## config.mk

```make
export PLATFORM = sky130hd
export DESIGN_NAME = px565_unit
export DESIGN_NICKNAME = d
export VERILOG_FILES = /design/src/rtl/px565_unit.sv
export SDC_FILE = /design/constraint.sdc
export NUM_CORES = 1
export LEC_CHECK = 0
export BUFFER_PORTS_ARGS = -buffer_cell sky130_fd_sc_hd__buf_2
export CAP_MARGIN = 5
export CORE_MARGIN = 8
export CORE_UTILIZATION = 60
export CTS_CLUSTER_SIZE = 10
export DETAILED_ROUTE_END_ITERATION = 6
export PLACE_DENSITY = 0.81
export SYNTH_ARGS = -nofsm -noshare
export SYNTH_HDL_FRONTEND = slang
export SYNTH_SLANG_ARGS = --single-unit
```

## constraint.sdc

```tcl
create_clock -name clk -period 6.3 [get_ports clk]
set_input_delay 0.315 -clock clk [delete_from_list [all_inputs] [get_ports clk]]
set_output_delay 0.315 -clock clk [all_outputs]
set_load 0.05 [all_outputs]
```

## src/rtl/px565_unit.sv

```systemverilog
module px565_unit (
  input  logic        clk,
  input  logic        rst_n,
  input  logic        req_valid,
  input  logic [1:0]  req_op,
  input  logic        req_mirror,
  input  logic [4:0]  req_r,
  input  logic [5:0]  req_g,
  input  logic [4:0]  req_b,
  input  logic [7:0]  req_alpha,
  input  logic [15:0] req_word,
  output logic        req_ready,
  output logic        out_valid,
  output logic [15:0] out_word,
  output logic [4:0]  out_r,
  output logic [5:0]  out_g,
  output logic [4:0]  out_b,
  output logic        mem_rd,
  output logic        mem_wr,
  output logic [15:0] mem_wdata,
  input  logic [15:0] mem_rdata,
  output logic        done
);
  localparam logic [1:0] OP_PACK = 2'b00, OP_UNPACK = 2'b01, OP_BLEND = 2'b10;

  typedef enum logic [2:0] {S_IDLE, S_RD, S_CALC, S_WR, S_FIN} st_t;
  st_t st;

  logic       mir;
  logic [4:0] nr, nb;
  logic [5:0] ng;
  logic [7:0] na;

  function automatic logic [4:0] flip5(input logic [4:0] v);
    for (int i = 0; i < 5; i++) flip5[i] = v[4-i];
  endfunction

  function automatic logic [5:0] flip6(input logic [5:0] v);
    for (int i = 0; i < 6; i++) flip6[i] = v[5-i];
  endfunction

  function automatic logic [15:0] pack(input logic [4:0] r, input logic [5:0] g,
                                       input logic [4:0] b, input logic m);
    pack = m ? {flip5(b), flip6(g), flip5(r)} : {b, g, r};
  endfunction

  function automatic logic [5:0] mix(input logic [5:0] n, input logic [5:0] o, input logic [7:0] a);
    logic [14:0] t;
    t = n * a + o * (8'd255 - a);
    mix = t[13:8];
  endfunction

  logic [4:0] ur, ub, or_, ob;
  logic [5:0] ug, og;
  assign ur = req_mirror ? flip5(req_word[4:0])   : req_word[4:0];
  assign ug = req_mirror ? flip6(req_word[10:5])  : req_word[10:5];
  assign ub = req_mirror ? flip5(req_word[15:11]) : req_word[15:11];
  assign or_ = mir ? flip5(mem_rdata[4:0])   : mem_rdata[4:0];
  assign og  = mir ? flip6(mem_rdata[10:5])  : mem_rdata[10:5];
  assign ob  = mir ? flip5(mem_rdata[15:11]) : mem_rdata[15:11];

  logic [5:0] mr, mg, mb;
  assign mr = mix({1'b0, nr}, {1'b0, or_}, na);
  assign mg = mix(ng, og, na);
  assign mb = mix({1'b0, nb}, {1'b0, ob}, na);

  logic take;
  assign req_ready = (st == S_IDLE);
  assign take      = req_valid && req_ready;
  assign mem_rd    = (st == S_RD);
  assign mem_wr    = (st == S_WR);
  assign done      = (st == S_FIN);

  always_ff @(posedge clk) begin
    if (!rst_n) begin
      st        <= S_IDLE;
      out_valid <= 1'b0;
      out_word  <= '0;
      out_r     <= '0;
      out_g     <= '0;
      out_b     <= '0;
      mem_wdata <= '0;
      mir       <= 1'b0;
      nr        <= '0;
      ng        <= '0;
      nb        <= '0;
      na        <= '0;
    end else begin
      out_valid <= 1'b0;
      case (st)
        S_IDLE: if (take) begin
          case (req_op)
            OP_PACK: begin
              out_valid <= 1'b1;
              out_word  <= pack(req_r, req_g, req_b, req_mirror);
            end
            OP_UNPACK: begin
              out_valid <= 1'b1;
              out_r     <= ur;
              out_g     <= ug;
              out_b     <= ub;
            end
            OP_BLEND: begin
              st  <= S_RD;
              mir <= req_mirror;
              nr  <= req_r;
              ng  <= req_g;
              nb  <= req_b;
              na  <= req_alpha;
            end
            default: ;
          endcase
        end
        S_RD:   st <= S_CALC;
        S_CALC: begin
          mem_wdata <= pack(mr[4:0], mg, mb[4:0], mir);
          st        <= S_WR;
        end
        S_WR:   st <= S_FIN;
        default: st <= S_IDLE;
      endcase
    end
  end
endmodule


```

==> summary.txt <==
outcome = completed
FF-to-FF Start = mir
dpl cell area = 11600 µm²
final hold violations = 0
Port Buffers = 114
commonest non-fill, non-tap cell in the layout = inv_1
initial antenna violation count = 0
Crit path buffers/inverters = 5
fin util = 66.6%
DRC Markers = 0
Routed Antenna Nets = 0
R2R depth = 19
Iter 0 DRT Violations = 556
WL per Instance = 16.1 µm
Gate Count Post-Synth = 1261
Rel. slew slack = 20.5%
switching share of power = 48.9%
die height = 151 µm
fillers = 1471
post-synthesis sequential area ratio = 14.2%
clk slew on worst S/H paths = 0.07 ns
H-tree depth = 3
Nets = 1676
Tot GR Track Use = 24.0%
Seq pwr share = 15.2%
vias = 8628
CP endpoint kind = flop
Initial Util = 60.9%
switching pwr = 1830 µW
CP Launch Type = flop
synthesized flop and latch total = 77
Area growth, synth to finish = 9.34%
drt pass-1 iters = 5
Pwr per Cell Area = 315 nW/µm²
family with the most delay on the worst path = adder cells
kind of critical path = flop to flop
Slew @ Worst Pin = 1.19 ns
Pint = 1910 µW
post-synthesis cell type count = 52
post-synthesis async set-or-reset flop share = 0%
CTS tree = yes
most repeated library cell on the critical path = fa_1
die width = 151 µm
CTS buffer count = 9
Mapped Nets = 1602
worst path arrival time = 6.23 ns
Final GP Congestion = 0.863
WHS Endpoint = na[4]
crit-path cells = buf_4 -> mux2i_1 -> nor2_1 -> fa_1 -> inv_1 -> fa_1 -> inv_1 -> fa_1 -> fa_1 -> inv_1 -> fa_1 -> inv_1 -> ha_1 -> nand2_1 -> o211ai_1 -> a31oi_1 -> xnor2_1 -> mux2i_1 -> a21oi_1
top_reg_cell synth = dfxtp_1
maximum fanout along the worst path = 8
Pins Over Slew Limit = 0
Reg2Reg Setup Slack = 0.35 ns
io pins = 115
Post-Syn Area = 10900 µm²
FP Rows = 49
Crit-path slowest cell = mux2i_1
clock share of power = 14.3%
Via-to-Cell Ratio = 5.50
clock sink count = 77
commonest cells after routing, fill and taps aside = 228 x inv_1, 173 x fa_1, 154 x nand2_1, 123 x nor2_1, 114 x buf_2
worst hold stages = 3
die area = 22700 µm²
Worst EP required = 6.58 ns
fmax = 0.168 GHz
Ant. Diodes = 0
peak supply drop = 240 µV
# resized after CTS = 0
final setup violation count = 0
post-cts hold buffer count = 0
R2R Path End = mem_wdata[12]
Mean Syn Cell Area = 8.61 µm²
Post-synth EDFFs = 0
leak pwr = 0.00604 µW
max capacitance violation total = 0
maximum clock path buffer count = 2
post-route cell area = 11900 µm²
clock skew = 0.0121 ns
fin crit share = 94.4%
post-detail-place hpwl = 20.1 mm
remaining global-route overflow = 0
Worst-Skew Late Latency = 0.34 ns
YS warnings = 0
share of cells above drive strength 1 = 13.7%
CTS root buf = clkbuf_16
RSZ-0062 raised after global routing = no
largest stage delay on the critical path = 0.62 ns
hold wc startpoint = req_alpha[4]
Comb pwr share = 70.5%
number of global-route vias before repair = 9258
first-pass GRT wire length = 43.9 mm
Sum Neg Setup Slack = 0 ns
Routed WL = 25.2 mm
setup bufs post-CTS = 0
largest net degree at the start of global routing = 66
Tightest Hold Check Type = input pin to flop
crit path time final = 5.95 ns
Core ar. = 17800 µm²
per-layer routing:
layer | GRT usage (%) | share of wire (%) | routed length (µm) | vias to the layer above
li1 | - | - | - | 4036
met1 | 30.8 | 43 | 10800 | 4223
met2 | 39.3 | 47 | 11700 | 321
met3 | 5.83 | 8.2 | 2060 | 48
met4 | 7.55 | 2.6 | 657 | 0
met5 | 0 | 0 | 0 | -
worst max path at each step:
stage,start,endpoint,depth (start not counted)
floorplan,mir,mem_wdata[10],20
global placement,mir,mem_wdata[11],19
global route,mir,mem_wdata[0],18
finish,mir,mem_wdata[12],19
detailed placement,mir,mem_wdata[12],19
CTS,mir,mem_wdata[12],19
synthesized netlist by cell type, types with 11 or more instances:
master / number / area, µm²
dfxtp_1: 77 / 1540
or2_2: 31 / 194
mux2i_1: 48 / 480
fa_1: 173 / 3460
a211oi_1: 29 / 218
clkbuf_1: 53 / 199
and2_1: 47 / 294
o21ai_0: 13 / 65.1
xnor2_1: 19 / 166
nor2_1: 123 / 462
nor2b_1: 11 / 68.8
nand2_1: 154 / 578
inv_1: 229 / 860
ha_1: 106 / 1330
nand3_1: 12 / 60.1
a21oi_1: 42 / 210
worst reg2reg max path: stages, from the launching register on:
cell and delay, ns:
dfxtp_1 0.57, buf_4 0.30, mux2i_1 0.62, nor2_1 0.13, fa_1 0.54, inv_1 0.07
fa_1 0.55, inv_1 0.06, fa_1 0.38, fa_1 0.52, inv_1 0.05, fa_1 0.47
inv_1 0.04, ha_1 0.28, nand2_1 0.08, o211ai_1 0.41, a31oi_1 0.18, xnor2_1 0.30
mux2i_1 0.15, a21oi_1 0.17
logic make-up after synthesis:
kind of cell / after synthesis / synth area share [%]
AO/OA/AOI/OAI: 124 / 7.70
XOR/XNOR: 22 / 1.84
adder cells (fa/ha/maj): 279 / 44.1
buffers and inverters: 297 / 10.4
flip-flops: 77 / 14.2
multiplexers: 48 / 4.42
AND/OR/NAND/NOR: 414 / 17.3
registers in the layout (all words and copies together) (netlist names), 3 cells and up:
register and count:
nb 5, na 8, mem_wdata 16, ng 6
st 3, out_b 5, out_g 6, out_r 5
out_word 16, nr 5
cell type report:
type / instances / area [µm²] / area share (%)
Clock buffer: 10 / 229 / 1.93
Tap cell: 229 / 287 / 2.41
Sequential cell: 77 / 1540 / 13.0
Inverter: 230 / 863 / 7.27
Multi-Input combinational cell: 887 / 8190 / 69.0
Timing Repair Buffer: 130 / 691 / 5.82
Clock inverter: 6 / 72.6 / 0.611
through the flow:
| step | instances | power (µW) | setup slack [ns] | hold WS [ns] |
|---|---|---|---|---|
| 2_1_floorplan | 1261 | 2600 | 0.825 | 0.451 |
| 3_3_place_gp | 1553 | 3070 | 0.576 | 0.451 |
| 3_5_place_dp | 1553 | 3170 | 0.435 | 0.462 |
| 4_1_cts | 1569 | 3720 | 0.392 | 0.196 |
| 5_1_grt | 1569 | 4160 | 0.0828 | 0.220 |
| 6_report | 1569 | 3740 | 0.352 | 0.197 |
power by group through the flow:
| stage | Combinational [µW] | Clock [µW] | Sequential (µW) |
|---|---|---|---|
| floorplan | 1930 | 0 | 669 |
| global placement | 2500 | 0 | 575 |
| detailed placement | 2600 | 0 | 576 |
| CTS | 2620 | 534 | 567 |
| global route | 3020 | 559 | 573 |
| finish | 2640 | 534 | 569 |
No activity file was read; power rests on OpenSTA's default activity.
